## config.mk

```make
export PLATFORM = sky130hd
export DESIGN_NAME = mdio_master
export DESIGN_NICKNAME = d
export VERILOG_FILES = /design/src/rtl/mdio_pkg.sv /design/src/rtl/mdio_clkdiv.sv /design/src/rtl/mdio_seq.sv /design/src/rtl/mdio_master.sv
export SDC_FILE = /design/constraint.sdc
export NUM_CORES = 1
export LEC_CHECK = 0
export BUFFER_PORTS_ARGS = -buffer_cell sky130_fd_sc_hd__buf_2
export CORE_AREA = 2 2 91 93
export CTS_CLUSTER_DIAMETER = 40
export DETAILED_ROUTE_END_ITERATION = 12
export DIE_AREA = 0 0 93 95
export PLACE_DENSITY = 0.82
export SYNTH_ARGS = -nofsm -noshare
export SYNTH_HDL_FRONTEND = slang
export SYNTH_SLANG_ARGS = --single-unit
```

## constraint.sdc

```tcl
create_clock -name clk -period 4.1 [get_ports clk]
set_input_delay 0.205 -clock clk [delete_from_list [all_inputs] [get_ports clk]]
set_output_delay 0.205 -clock clk [all_outputs]
set_load 0.05 [all_outputs]
```

## src/rtl/mdio_pkg.sv

```systemverilog
// Package: shared frame geometry and field types for the MDIO master.
// Assumes clause-22 framing: 32-bit preamble, 64 bit slots per frame.
package mdio_pkg;
    localparam int ADDR_W     = 5;
    localparam int DATA_W     = 16;
    localparam int PRE_BITS   = 32;
    localparam int FRAME_BITS = PRE_BITS + 4 + 2 * ADDR_W + 2 + DATA_W;
    localparam int IDX_W      = $clog2(FRAME_BITS);
    localparam int TA1_IDX    = PRE_BITS + 4 + 2 * ADDR_W;
    localparam int TA2_IDX    = TA1_IDX + 1;
    localparam int LAST_IDX   = FRAME_BITS - 1;

    typedef logic [ADDR_W-1:0] mdio_addr_t;
    typedef logic [DATA_W-1:0] mdio_data_t;
    typedef logic [FRAME_BITS-1:0] mdio_frame_t;
    typedef logic [IDX_W-1:0] mdio_idx_t;
endpackage

```

## src/rtl/mdio_clkdiv.sv

```systemverilog
// Module: MDC generator. It counts system clocks to form the low and high
// phases while run is 1, and holds MDC low with the counter cleared
// otherwise. rise_o/fall_o flag the cycle whose clock edge flips MDC.
// Assumes both phase lengths are at least one clock.
module mdio_clkdiv #(
    parameter int LOW_CLKS  = 100,
    parameter int HIGH_CLKS = 100
) (
    input  logic clk,
    input  logic rst_n,
    input  logic run,
    output logic mdc,
    output logic rise_o,
    output logic fall_o
);
    localparam int MAXC  = (LOW_CLKS > HIGH_CLKS) ? LOW_CLKS : HIGH_CLKS;
    localparam int CNT_W = (MAXC > 1) ? $clog2(MAXC) : 1;

    logic [CNT_W-1:0] cnt;
    logic             lo_end;
    logic             hi_end;

    assign lo_end = !mdc && (cnt == CNT_W'(LOW_CLKS - 1));
    assign hi_end =  mdc && (cnt == CNT_W'(HIGH_CLKS - 1));
    assign rise_o = run && lo_end;
    assign fall_o = run && hi_end;

    // Phase counter and MDC toggle.
    always_ff @(posedge clk) begin
        if (!rst_n) begin
            mdc <= 1'b0;
            cnt <= '0;
        end else if (!run) begin
            mdc <= 1'b0;
            cnt <= '0;
        end else if (lo_end || hi_end) begin
            mdc <= ~mdc;
            cnt <= '0;
        end else begin
            cnt <= cnt + 1'b1;
        end
    end
endmodule

```

## src/rtl/mdio_seq.sv

```systemverilog
// Module: frame sequencer. It loads the whole outgoing frame into a shift
// register on an accepted start and advances one bit per MDC falling
// edge. On reads it samples the line at MDC rising edges, checks the
// second turnaround bit and collects the 16 data bits.
// Assumes rise/fall strobes come from mdio_clkdiv and never coincide.
module mdio_seq
    import mdio_pkg::*;
(
    input  logic       clk,
    input  logic       rst_n,
    input  logic       start,
    input  logic       rd_nwr,
    input  mdio_addr_t phy_addr,
    input  mdio_addr_t reg_addr,
    input  mdio_data_t wr_data,
    input  logic       mdio_i,
    input  logic       rise,
    input  logic       fall,
    output logic       busy,
    output logic       mdio_o,
    output logic       mdio_oe,
    output mdio_data_t rd_data,
    output logic       done,
    output logic       error
);
    mdio_frame_t shreg;
    mdio_idx_t   bit_idx;
    mdio_data_t  rx_sh;
    logic        is_rd;
    logic        ta_bad;
    logic        at_last;
    logic        abort;

    assign at_last = (bit_idx == mdio_idx_t'(LAST_IDX));
    assign abort   = is_rd && ta_bad && (bit_idx == mdio_idx_t'(TA2_IDX));
    assign mdio_o  = mdio_oe && shreg[FRAME_BITS-1];

    // Accept requests, shift frame bits out and finish transactions.
    always_ff @(posedge clk) begin
        if (!rst_n) begin
            busy    <= 1'b0;
            is_rd   <= 1'b0;
            shreg   <= '0;
            bit_idx <= '0;
            mdio_oe <= 1'b0;
            ta_bad  <= 1'b0;
            done    <= 1'b0;
            error   <= 1'b0;
        end else begin
            done <= 1'b0;
            if (!busy) begin
                if (start) begin
                    busy    <= 1'b1;
                    is_rd   <= rd_nwr;
                    bit_idx <= '0;
                    mdio_oe <= 1'b1;
                    ta_bad  <= 1'b0;
                    error   <= 1'b0;
                    if (rd_nwr)
                        shreg <= {{PRE_BITS{1'b1}}, 2'b01, 2'b10, phy_addr,
                                  reg_addr, {(2 + DATA_W){1'b0}}};
                    else
                        shreg <= {{PRE_BITS{1'b1}}, 2'b01, 2'b01, phy_addr,
                                  reg_addr, 2'b10, wr_data};
                end
            end else begin
                if (rise && is_rd && (bit_idx == mdio_idx_t'(TA2_IDX)))
                    ta_bad <= mdio_i;
                if (fall) begin
                    if (at_last || abort) begin
                        busy    <= 1'b0;
                        mdio_oe <= 1'b0;
                        done    <= 1'b1;
                        error   <= abort;
                    end else begin
                        bit_idx <= bit_idx + 1'b1;
                        shreg   <= {shreg[FRAME_BITS-2:0], 1'b0};
                        if (is_rd && (bit_idx == mdio_idx_t'(TA1_IDX - 1)))
                            mdio_oe <= 1'b0;
                    end
                end
            end
        end
    end

    // Collect read data bits after the turnaround, publish on success.
    always_ff @(posedge clk) begin
        if (!rst_n) begin
            rx_sh   <= '0;
            rd_data <= '0;
        end else begin
            if (busy && rise && is_rd && (bit_idx > mdio_idx_t'(TA2_IDX)))
                rx_sh <= {rx_sh[DATA_W-2:0], mdio_i};
            if (busy && fall && at_last && is_rd)
                rd_data <= rx_sh;
        end
    end
endmodule

```

## src/rtl/mdio_master.sv

```systemverilog
// Module: top of the MDIO management frame master. It joins the MDC
// generator and the frame sequencer. MDC runs only while busy.
// Assumes MDC_LOW_CLKS and MDC_HIGH_CLKS are both at least 1.
module mdio_master
    import mdio_pkg::*;
#(
    parameter int MDC_LOW_CLKS  = 100,
    parameter int MDC_HIGH_CLKS = 100
) (
    input  logic        clk,
    input  logic        rst_n,
    input  logic        start,
    input  logic        rd_nwr,
    input  logic [4:0]  phy_addr,
    input  logic [4:0]  reg_addr,
    input  logic [15:0] wr_data,
    output logic [15:0] rd_data,
    output logic        done,
    output logic        error,
    output logic        busy,
    output logic        mdc,
    output logic        mdio_o,
    output logic        mdio_oe,
    input  logic        mdio_i
);
    logic rise;
    logic fall;

    mdio_clkdiv #(
        .LOW_CLKS (MDC_LOW_CLKS),
        .HIGH_CLKS(MDC_HIGH_CLKS)
    ) u_div (
        .clk   (clk),
        .rst_n (rst_n),
        .run   (busy),
        .mdc   (mdc),
        .rise_o(rise),
        .fall_o(fall)
    );

    mdio_seq u_seq (
        .clk     (clk),
        .rst_n   (rst_n),
        .start   (start),
        .rd_nwr  (rd_nwr),
        .phy_addr(phy_addr),
        .reg_addr(reg_addr),
        .wr_data (wr_data),
        .mdio_i  (mdio_i),
        .rise    (rise),
        .fall    (fall),
        .busy    (busy),
        .mdio_o  (mdio_o),
        .mdio_oe (mdio_oe),
        .rd_data (rd_data),
        .done    (done),
        .error   (error)
    );
endmodule

```

==> results_dict.tcl <==
set metrics [dict create \
    numCtsBuffers 17 \
    cp_max_fo 43 \
    dr_wl_met2_microns 5140 \
    die_area_sq_um 8835 \
    syn_avg_cell_area_sq_um 9.014 \
    hold_path_class "primary input to flop" \
    path_clk_slew_ns 0.06 \
    place_inst 645 \
    cp_num_buf_inv 1 \
    dp_slack_ns 1.140 \
    p_int_mw 2.168 \
    highest_layer "met4" \
    synthMuxAreaShare_pct 5.945 \
    instances_no_fill 701 \
    path_cells "ha_1, nand4_1, o211ai_1, buf_4, nand2_1, o211a_1" \
    antenna_found_initial 0 \
    rows 33 \
    wl_met3_microns 622 \
    rsz0062_at_grt "no" \
    worst_pin_slew_ns 1.092 \
    met1_length_microns 4542 \
    drive_gt1_share_pct 15.94 \
    yosys_most_used_dff "dfxtp_1" \
    ant_nets 0 \
    diodes 0 \
    worstSetupEndpointType "flop" \
    yosysTopAreaCell "dfxtp_1" \
    setup_ws_ns 1.039 \
    synth_edf_count 0 \
    slew_viol_final 0 \
    cts_buffer_depth 2 \
    synth_top_family_by_area "simple AND/OR/NAND/NOR gates" \
    critical-path-top-delay-family "simple AND/OR/NAND/NOR gates" \
    grt_pass1_vias 3804 \
    synth-seq-cells 116 \
    insertion_delay_ns 0.51 \
    core_area_sq_um 7928 \
    pwr-share-comb_pct 6.7 \
    synth_cell_type_count 42 \
    area.growth.synth_to_final_pct 23.01 \
    syn_area_sq_um 4715 \
    ys_seq_area_share_pct 49.26 \
    worstSetupStartpointType "flop" \
    synthAdderAreaFrac_pct 0.7962 \
    critPathKind "flop to flop" \
    clock_skew_ns 0.007864 \
    total_power_mw 2.784 \
    viasPerCell 5.854 \
    max_freq_ghz 0.3267 \
    port_buffers 52 \
    status "complete, no violations" \
    cts_tree "built" \
    required_ns 4.50 \
    root_buffer "clkbuf_8" \
    p_leak_nw 2.289 \
    crit_arrival_ns 3.46 \
    drc_errors 0 \
    grt_use_total_pct 25.68 \
    post-cts-setup-buffers 0 \
    critPathMaxStageDelay_ns 0.72 \
    fin_area_sq_um 5799 \
    initial_core_util_pct 59.47 \
    first_iter_violations 310 \
    fin_setup_tns_ns 0 \
    wl_per_cell_microns 15.27 \
    finalWorstPathRequiredPeriod_ns 3.061 \
    vias 4104 \
    cts_sinks 116 \
    synth_top_area_share_pct 49.26 \
    drt-total-wl_microns 10700 \
    dr.pass1.iters 5 \
    cp_slowest_cell "nand2_1" \
    grt_pass1_wl_microns 17870 \
    seq_power_share_pct 43.4 \
    ys_warn_count 0 \
    synth-simple-area-share_pct 23.04 \
    clkPwrFrac_pct 49.9 \
    synth_xor_area_share_pct 1.115 \
    die_h_microns 95 \
    ys_top_cells_by_count "116 x dfxtp_1, 63 x nand2_1, 46 x nor2_1, 35 x a21oi_1, 34 x nor3_1" \
    htree_levels 4 \
    syn-num-nets 557 \
    ir_drop_mv 0.3372 \
    grt-ovfl-total 0 \
    p_sw_mw 0.6158 \
    dpl_cell_area_sq_um 4982 \
    pwr_density_cell_nw_per_um2 480.0 \
    synth_cells 523 \
    synth_compound_area_share_pct 15.63 \
    switching_share_pct 22.12 \
    die_width_microns 93 \
    min_period_over_period_pct 74.66 \
    nets 618 \
    dp_hpwl_microns 5641 \
    ys_async_sr_fraction_pct 0 \
    io_pins 53 \
    synth_area_leaders "dfxtp_1 49%, mux2i_1 5.9%, nor3b_1 5.3%" \
    nFillCells 545 \
    hold_viol_final 0 \
    setup_violations 0 \
    grt_max_degree 73 \
    gp_congestion 0.7762 \
    maxCapViolations 0 \
    synth.most_common_cell "dfxtp_1" \
    timing.slew.headroom_pct 27.18 \
]
## cell type report
type,count,area (sq um),share of cell area [%]
Sequential cell,116,2322,40.04
Multi-Input combinational cell,361,2201,37.95
Timing Repair Buffer,84,563.0,9.709
Clock buffer,22,462.9,7.983
Tap cell,105,131.4,2.265
Clock inverter,9,103.9,1.791
Inverter,4,15.01,0.2589
## through the flow
step / hold slack (ns) / util, %
2_1_floorplan: 0.3482 / -
3_3_place_gp: 0.4322 / 62.85
3_5_place_dp: 0.4437 / 62.85
4_1_cts: 0.0008027 / 73.15
5_1_grt: 0.02229 / 73.15
6_report: 0.01614 / 73.15
## worst min-delay path: cells and delay by family
family                 cells  cell delay [ns]
muxes                      1             0.06
AOI/OAI and AO/OA          1             0.14
buffers and inverters      1             0.08
## registers in the layout, summed over array words and instances, names as in the netlist
| signal | count |
|---|---|
| u_div.cnt | 7 |
| u_div.mdc | 1 |
| u_seq.bit_idx | 6 |
| u_seq.busy | 1 |
| u_seq.done | 1 |
| u_seq.error | 1 |
| u_seq.is_rd | 1 |
| u_seq.mdio_oe | 1 |
| u_seq.rd_data | 16 |
| u_seq.rx_sh | 16 |
| u_seq.shreg | 64 |
| u_seq.ta_bad | 1 |
## power by group through the flow
stage                     clock (mW)  sequential [mW]  combinational [mW]
after CTS                       1.40             1.21               0.181
after floorplan                    0             1.23               0.117
final                           1.39             1.21               0.186
after global placement             0             1.23               0.155
after detailed placement           0             1.23               0.161
after global routing            1.46             1.21               0.205
## final timing paths
| path | start | end | slack [ns] | depth (start not counted) |
|---|---|---|---|---|
| setup / recovery | u_seq.bit_idx[0] | u_seq.shreg[15] | 1.04 | 6 |
| hold reg to reg | u_seq.rd_data[5] | u_seq.rd_data[5] | 0.45 | 2 |
| hold / removal | reg_addr[0] | u_seq.shreg[18] | 0.02 | 3 |
| setup reg to reg | u_seq.bit_idx[0] | u_seq.shreg[15] | 1.04 | 6 |
## repair_timing
item                                   CTS  global route
endpoints found under the hold margin   25             0
gates resized for setup                  0             0
hold buffers                            25             0
## kinds of logic (layout without fill, tap and decap cells)
group	Yosys count	in the layout
flip-flops	116	116
AND/OR/NAND/NOR	212	212
adder cells (fa/ha/maj)	3	3
buffers and inverters	46	119
XOR/XNOR	6	6
AO/OA/AOI/OAI	112	112
multiplexers	28	28
## layer usage
layer	track usage, %	up-vias
met3	7.023	49
li1	-	1978
met4	14.09	0
met5	0	-
met1	31.59	1915
met2	41.00	162
## placed cells by master (no fill, tap or decap), types with 2 or more instances in the layout
| cell type | n |
|---|---|
| a21boi_1 | 2 |
| buf_2 | 52 |
| clkbuf_16 | 16 |
| buf_4 | 7 |
| inv_1 | 4 |
| xnor2_1 | 4 |
| clkbuf_1 | 2 |
| o21a_1 | 2 |
| o31ai_1 | 27 |
| bufinv_16 | 2 |
| dfxtp_1 | 116 |
| clkinv_2 | 4 |
| nor3_1 | 34 |
| clkbuf_8 | 4 |
| o21ai_0 | 8 |
| nand3_1 | 9 |
| ha_1 | 3 |
| nand4_1 | 7 |
| nor3b_1 | 33 |
| nor4_1 | 3 |
| a21boi_0 | 17 |
| a22oi_1 | 15 |
| or3_1 | 3 |
| nand2_1 | 63 |
| dlygate4sd3_1 | 25 |
| xor2_1 | 2 |
| clkinvlp_4 | 2 |
| nor2_1 | 46 |
| a21oi_1 | 35 |
| and2_1 | 3 |
| mux2i_1 | 28 |
Power figures use the tool's default switching activity.
